File: config.mk
export PLATFORM = sky130hd
export DESIGN_NAME = irq_ident_unit
export DESIGN_NICKNAME = d
export VERILOG_FILES = /design/src/rtl/irq_ident_pkg.sv /design/src/rtl/irq_ident_dp.sv /design/src/rtl/irq_ident_ctl.sv /design/src/rtl/irq_ident_unit.sv
export SDC_FILE = /design/constraint.sdc
export NUM_CORES = 1
export LEC_CHECK = 0
export BUFFER_PORTS_ARGS = -buffer_cell sky130_fd_sc_hd__buf_4
export CAP_MARGIN = 10
export CORE_MARGIN = 10
export CORE_UTILIZATION = 38
export CTS_CLUSTER_DIAMETER = 40
export DETAILED_ROUTE_END_ITERATION = 8
export GPL_TIMING_DRIVEN = 0
export PLACE_DENSITY = 0.8
export SKIP_CTS_REPAIR_TIMING = 1
export SLEW_MARGIN = 20
export SYNTH_ARGS = -nofsm -noshare
export SYNTH_HDL_FRONTEND = slang
export SYNTH_HIERARCHICAL = 1
export SYNTH_SLANG_ARGS = --single-unit
export TNS_END_PERCENT = 10
File: constraint.sdc
create_clock -name clk -period 1.7 [get_ports clk]
set_input_delay 0 -clock clk [delete_from_list [all_inputs] [get_ports clk]]
set_output_delay 0 -clock clk [all_outputs]
set_load 0.005 [all_outputs]
File: src/rtl/irq_ident_pkg.sv
package irq_ident_pkg;

  typedef struct packed {
    logic lineErr;
    logic rxData;
    logic charTimeout;
    logic txReq;
    logic modemChg;
  } irqSrc_t;

  typedef struct packed {
    logic clrLine;
    logic clrModem;
    logic clrTx;
  } ctlStrobe_t;

  localparam int EN_RX    = 0;
  localparam int EN_TX    = 1;
  localparam int EN_LINE  = 2;
  localparam int EN_MODEM = 3;
  localparam int EN_W     = 4;

  localparam logic [1:0] CODE_LINE  = 2'b11;
  localparam logic [1:0] CODE_RX    = 2'b10;
  localparam logic [1:0] CODE_TX    = 2'b01;
  localparam logic [1:0] CODE_MODEM = 2'b00;

endpackage

File: src/rtl/irq_ident_dp.sv
module irq_ident_dp
  import irq_ident_pkg::*;
#(
  parameter int DEPTH         = 16,
  parameter int TIMEOUT_CHARS = 4,
  parameter int ERR_W         = 5,
  parameter int MODEM_W       = 4,
  parameter int LVL_W         = $clog2(DEPTH) + 1
) (
  input  logic               clk,
  input  logic               rstN,
  input  logic               fifoMode,
  input  logic [ERR_W-1:0]   rxErrFlags,
  input  logic [LVL_W-1:0]   rxLevel,
  input  logic [LVL_W-1:0]   rxTrigger,
  input  logic               rxPush,
  input  logic               rxPop,
  input  logic [LVL_W-1:0]   txLevel,
  input  logic [MODEM_W-1:0] modemDelta,
  input  logic               charTick,
  input  ctlStrobe_t         strobe,
  output irqSrc_t            src
);

  localparam int CNT_W = $clog2(TIMEOUT_CHARS + 1);
  localparam logic [CNT_W-1:0] CNT_LIMIT = CNT_W'(TIMEOUT_CHARS);
  localparam logic [LVL_W-1:0] TX_HALF   = LVL_W'(DEPTH / 2);
  localparam int STICKY_N = 2;

  logic               rxNonEmpty;
  logic               txCond;
  logic               txPrev;
  logic               txHeld;
  logic [CNT_W-1:0]   idleCnt;
  logic [STICKY_N-1:0] stickySet;
  logic [STICKY_N-1:0] stickyClr;
  logic [STICKY_N-1:0] stickyHeld;

  assign rxNonEmpty = (rxLevel != '0);
  assign txCond     = fifoMode ? (txLevel <= TX_HALF) : (txLevel == '0);

  // character timeout counter
  always_ff @(posedge clk or negedge rstN) begin
    if (!rstN) begin
      idleCnt <= '0;
    end else if (!fifoMode || !rxNonEmpty || rxPush || rxPop) begin
      idleCnt <= '0;
    end else if (charTick && (idleCnt != CNT_LIMIT)) begin
      idleCnt <= idleCnt + 1'b1;
    end
  end

  // transmit request latch, set on entry into the request zone
  always_ff @(posedge clk or negedge rstN) begin
    if (!rstN) begin
      txPrev <= 1'b0;
      txHeld <= 1'b0;
    end else begin
      txPrev <= txCond;
      if (txCond && !txPrev) begin
        txHeld <= 1'b1;
      end else if (!txCond || strobe.clrTx) begin
        txHeld <= 1'b0;
      end
    end
  end

  // sticky status sources: index 0 line error, index 1 modem change
  assign stickySet[0] = |rxErrFlags;
  assign stickyClr[0] = strobe.clrLine;
  assign stickySet[1] = |modemDelta;
  assign stickyClr[1] = strobe.clrModem;

  generate
    for (genvar gi = 0; gi < STICKY_N; gi++) begin : g_sticky
      always_ff @(posedge clk or negedge rstN) begin
        if (!rstN) begin
          stickyHeld[gi] <= 1'b0;
        end else if (stickySet[gi]) begin
          stickyHeld[gi] <= 1'b1;
        end else if (stickyClr[gi]) begin
          stickyHeld[gi] <= 1'b0;
        end
      end
    end
  endgenerate

  always_comb begin
    src.lineErr     = stickyHeld[0];
    src.modemChg    = stickyHeld[1];
    src.rxData      = fifoMode ? (rxLevel >= rxTrigger) : rxNonEmpty;
    src.charTimeout = (idleCnt == CNT_LIMIT);
    src.txReq       = txHeld;
  end

endmodule

File: src/rtl/irq_ident_ctl.sv
module irq_ident_ctl
  import irq_ident_pkg::*;
(
  input  irqSrc_t          src,
  input  logic [EN_W-1:0]  irqEnable,
  input  logic             fifoMode,
  input  logic             idRead,
  input  logic             lsrRead,
  input  logic             msrRead,
  output ctlStrobe_t       strobe,
  output logic [31:0]      idReg,
  output logic             irqOut
);

  logic       gLine;
  logic       gRx;
  logic       gTx;
  logic       gModem;
  logic [1:0] code;
  logic       toBit;
  logic       pend;

  assign gLine  = src.lineErr & irqEnable[EN_LINE];
  assign gRx    = (src.rxData | src.charTimeout) & irqEnable[EN_RX];
  assign gTx    = src.txReq & irqEnable[EN_TX];
  assign gModem = src.modemChg & irqEnable[EN_MODEM];

  always_comb begin
    code  = CODE_MODEM;
    toBit = 1'b0;
    pend  = 1'b1;
    if (gLine) begin
      code = CODE_LINE;
    end else if (gRx) begin
      code  = CODE_RX;
      toBit = !src.rxData;
    end else if (gTx) begin
      code = CODE_TX;
    end else if (gModem) begin
      code = CODE_MODEM;
    end else begin
      pend = 1'b0;
    end
  end

  always_comb begin
    strobe.clrLine  = lsrRead;
    strobe.clrModem = msrRead;
    strobe.clrTx    = idRead & pend & (code == CODE_TX);
  end

  assign idReg  = {24'h000000, {2{fifoMode}}, 2'b00, toBit, code, ~pend};
  assign irqOut = pend;

endmodule

File: src/rtl/irq_ident_unit.sv
module irq_ident_unit
  import irq_ident_pkg::*;
#(
  parameter int DEPTH         = 16,
  parameter int TIMEOUT_CHARS = 4,
  parameter int ERR_W         = 5,
  parameter int MODEM_W       = 4,
  parameter int LVL_W         = $clog2(DEPTH) + 1
) (
  input  logic               clk,
  input  logic               rstN,
  input  logic               fifoMode,
  input  logic [3:0]         irqEnable,
  input  logic [ERR_W-1:0]   rxErrFlags,
  input  logic               lsrRead,
  input  logic [LVL_W-1:0]   rxLevel,
  input  logic [LVL_W-1:0]   rxTrigger,
  input  logic               rxPush,
  input  logic               rxPop,
  input  logic [LVL_W-1:0]   txLevel,
  input  logic [MODEM_W-1:0] modemDelta,
  input  logic               msrRead,
  input  logic               charTick,
  input  logic               idRead,
  output logic [31:0]        idReg,
  output logic               irqOut
);

  irqSrc_t    src;
  ctlStrobe_t strobe;

  irq_ident_dp #(
    .DEPTH(DEPTH), .TIMEOUT_CHARS(TIMEOUT_CHARS),
    .ERR_W(ERR_W), .MODEM_W(MODEM_W), .LVL_W(LVL_W)
  ) i_dp (
    .clk(clk), .rstN(rstN), .fifoMode(fifoMode),
    .rxErrFlags(rxErrFlags), .rxLevel(rxLevel), .rxTrigger(rxTrigger),
    .rxPush(rxPush), .rxPop(rxPop), .txLevel(txLevel),
    .modemDelta(modemDelta), .charTick(charTick),
    .strobe(strobe), .src(src)
  );

  irq_ident_ctl i_ctl (
    .src(src), .irqEnable(irqEnable), .fifoMode(fifoMode),
    .idRead(idRead), .lsrRead(lsrRead), .msrRead(msrRead),
    .strobe(strobe), .idReg(idReg), .irqOut(irqOut)
  );

endmodule

## After elaboration in Yosys (flattened, before gate mapping)

Index checks and enable logic that the tools add are counted.

| word-level totals | value |
|---|---|
| register bits after elaboration | 7 |
| input port bits | 37 |
| logic and storage cells | 57 |

| operators by class | value |
|---|---|
| add/subtract/negate cells | 1 |
| $lt $le $gt $ge | 2 |
| equal/unequal tests | 3 |
| multiplexer cells | 19 |
| bitwise operators | 8 |
| reductions and logical operators | 19 |

Operators with widths:

| cell | count |
|---|---|
| $mux 1 | 15 |
| $reduce_bool 2->1 | 4 |
| $and 1x1->1 | 6 |
| $mux 3 | 2 |
| $ge 5x5->1 | 1 |
| $le 5x4->1 const B | 1 |
| $logic_not 1->1 | 5 |
| $logic_not 5->1 | 1 |
| $reduce_bool 5->1 | 1 |
| $reduce_or 5->1 | 1 |
| $logic_or 1x1->1 | 4 |
| $mux 2 | 2 |
| $reduce_or 4->1 | 1 |
| $add 3x1->3 const B | 1 |
| $eq 3x3->1 const B | 1 |
| $ne 3x3->1 const B | 1 |
| $eq 2x1->1 const B | 1 |
| $logic_and 1x1->1 | 2 |
| $not 1->1 | 1 |
| $or 1x1->1 | 1 |

## Depth between registers and ports, before layout

| logic depth | value |
|---|---|
| word-level depth | 11 |
| mapped depth | 9 |
| gate-level depth less buffers | 9 |

## Modules after synthesis

Netlist, hierarchy kept.

Modules (own cells, without submodules):

| module | times used | cells an instance | area each (sq um) | sequential area each (sq um) |
|---|---|---|---|---|
| irq_ident_dp | 1 | 58 | 504.2 | 175.2 |
| irq_ident_ctl | 1 | 45 | 315.3 | 0.0 |

## Least setup slack after synthesis

No wires, ideal clock.

| path | value |
|---|---|
| path kind | input to register |
| start point | input rxLevel[0] |
| end point | register i_dp.txHeld |
| arrival time | 1,520 ps |
| data required time | 1,573 ps |
| path slack | 53 ps |
| cell stages on the path | 7 |
| path buffers | 0 |
| cells stage by stage | or3_1 > or4_1 > and3_1 > o21a_1 > nor4b_2 > nand2b_1 > a211oi_1 |

RTL lines:

| what | RTL line | RTL |
|---|---|---|
| start, declared | irq_ident_unit.sv:16 | `input logic [LVL_W-1:0] rxLevel,` |
| end signal, assigned | irq_ident_dp.sv:57 | `txHeld <= 1'b0;` |
| end signal, assigned | irq_ident_dp.sv:61 | `txHeld <= 1'b1;` |
| end signal, assigned | irq_ident_dp.sv:63 | `txHeld <= 1'b0;` |
| end, declared | irq_ident_dp.sv:33 | `logic txHeld;` |

==> summary.txt <==
Post-Syn Area per Cell: 7.957 µm²
Post-synth top flop: dfrtp_1
first-pass GRT wire length: 3.422 mm
Mapped Cells: 103
R2R depth: 7
Synth cell types: 30
Layout Nets: 225
Synth top area share: 29.31%
flops & latches, synth: 7
die width: 66.44 µm
Peak VDD IR: 0.0003126 V
Synth Cell Area: 819.5 µm²
total negative slack: 0 ps
Hold Startpoint: lsrRead
grt ovf: 0
WP buf/inv: 1
n_diodes: 0
Num CTS Buffers: 3
Total GRT Usage: 9.731%
simple-gate share of the synthesized area: 21.22%
CP delay by family, top: simple AND/OR/NAND/NOR gates
Clock Sinks: 7
crit path DAT: 1760 ps
DRT Wirelength: 2.528 mm
unrepaired setup endpoints after global routing: yes
crit path launch: rxLevel[0]
Placed Instance Area: 1255 µm²
outcome: finished clean
Crit. End Element: register
post-synthesis adder-cell area fraction: 10.69%
drt via density: 4.242
largest net degree at the start of global routing: 8
share of layout cells above drive strength 1: 45.56%
crit-path max FO: 3
clock slew at reported path FFs: 50 ps
Top Ports: 70
EDFF count, synth: 0
combinational family with the most area after synthesis: buffers and inverters
Post-synth top cells: 32 x buf_4, 10 x nand2_1, 9 x inv_1, 7 x dfrtp_1, 7 x ha_1
area grow syn2layout: 66.72%
Final Skew: 1.650 ps
WS Path Type: in -> reg
PD cells: 402.6 nW/µm²
Syn. warnings: 6
Clock Tree Buf Depth: 2
Slowest-stage cell, CP: or4_1
vias post-DR: 878
Final Total Pwr: 0.5500 mW
placed insts: 196
Final ANT Viol Nets: 0
R2R Setup Slk: 110 ps
number of max-cap violations: 0
drt first-iter violations: 19
min Tclk post-route: 1648 ps
mux cell area share after synthesis: 1.221%
P_leak: 0.7614 nW
clock latency on the worst-skew pair: 240 ps
WL per Instance: 12.21 µm
Port Buf Inserts: 41
initial antenna violation count: 0
Slew Viols, Final: 0
Die ar.: 4414 µm²
FP Rows: 16
worst r2r src: i_dp/idleCnt[0]
die height: 66.44 µm
worst hold path class: in -> reg
Synth area leaders: buf_4 29%, dfrtp_1 21%, ha_1 11%, nand2_1 4.6%, inv_1 4.1%
final cell count without fillers: 207
number of global-route vias before repair: 848
asr flop ratio synth: 100.0%
crit-path cells: buf_4, or3_1, or4_1, and3_4, o21a_1, nor4b_2, nand2b_4, a211oi_1
routability-driven placement congestion ratio: 0.7312
Critical Path Max Stage Delay: 400 ps
Synth Area in XOR/XNOR: 1.069%
CTS tree: yes
most numerous cell in the Yosys netlist: buf_4
Max Freq: 606.7 MHz
Setup-failing EPs final: 0
drt first pass iters: 4
DRC viols: 0
final period utilization: 96.96%
Synth Area in Compound Gates: 10.53%
Hold Path Stages: 4
post-synthesis sequential area ratio: 21.37%
H-tree depth: 1
Worst path depth: 8
largest area contributor in the netlist: buf_4
core region area: 2002 µm²
Clk Tree Root Cell: clkbuf_4
Final Hold Viols: 0
startpoint class of the critical path: input pin
fin area: 1366 µm²
hpwl dp: 2.191 mm
Initial Util: 40.94%
WP data required: 1810 ps
stage by stage:
| step | worst slack, ps | hold WS (ps) | utilization, % |
|---|---|---|---|
| 4_1_cts | -40.15 | -450.1 | 64.00 |
| 3_5_place_dp | -201.0 | -186.9 | 62.69 |
| 6_report | 51.72 | 47.80 | 68.25 |
| 3_3_place_gp | -177.9 | -186.2 | 62.69 |
| 5_1_grt | -28.20 | 42.37 | 68.25 |
| 2_1_floorplan | 52.91 | -295.6 | - |
metal layers:
| layer | global-route usage (%) | share of wire [%] | up-vias |
|---|---|---|---|
| li1 | - | - | 442 |
| met1 | 7.136 | 33 | 381 |
| met2 | 18.66 | 51 | 51 |
| met3 | 5.763 | 14 | 4 |
| met4 | 5.497 | 2.1 | 0 |
| met5 | 0 | 0 | - |
worst reg2reg max path, cell delays in order (launching register included):
cell	delay [ps]
dfrtp_1	380
inv_1	60
ha_2	180
and2_1	160
o21a_1	190
nor4b_2	250
nand2b_4	170
a211oi_1	80
placed cells by master, fill, tap and decap left out, drive strengths merged, types with 2 or more instances in the layout:
master | Yosys | routed
buf | 32 | 73
conb | 1 | 26
nand2 | 10 | 10
inv | 9 | 9
dlygate4sd3 | 0 | 7
dfrtp | 7 | 7
ha | 7 | 7
a21oi | 4 | 4
clkbuf | 0 | 4
o21ai | 4 | 4
nor4 | 3 | 3
nor2 | 3 | 3
and2 | 2 | 2
o31ai | 2 | 2
nor2b | 2 | 2
final cells by class:
class / count / area, µm²
fillers: 170 / 635.6
clock buffers: 4 / 26.28
multi-input cells: 80 / 479.2
plain buffers: 32 / 240.2
repair buffers: 48 / 377.9
well taps: 27 / 33.78
flip-flops and latches: 7 / 175.2
inverters: 9 / 33.78
state kept, by name, summed over array words and instances (netlist names):
signal,count
i_dp/idleCnt,3
i_dp/src,2
i_dp/txHeld,1
i_dp/txPrev,1
where the power goes:
part           switching, mW  leakage (nW)  internal, mW
Clock                 0.0540        0.0150        0.0891
Combinational         0.0871         0.660         0.146
Sequential           0.00319        0.0861         0.171
final timing paths:
kind / to
max: i_dp/txHeld
min: i_dp/src[4]
max reg2reg: i_dp/txHeld
min reg2reg: i_dp/txHeld
max in group asynchronous: i_dp/idleCnt[0]
min in group asynchronous: i_dp/src[0]
kinds of logic (layout without fill, tap and decap cells):
family                     count (synthesis)  count (layout)
AOI/OAI and AO/OA                         14              14
xor gates and xnor gates                   1               1
adders and majority gates                  7               7
buffers and inverters                     41              93
DFF                                        7               7
muxes                                      1               1
other                                      1              26
and+or+nand+nor                           31              31
Note: power is estimated with default switching activity, not from simulation.
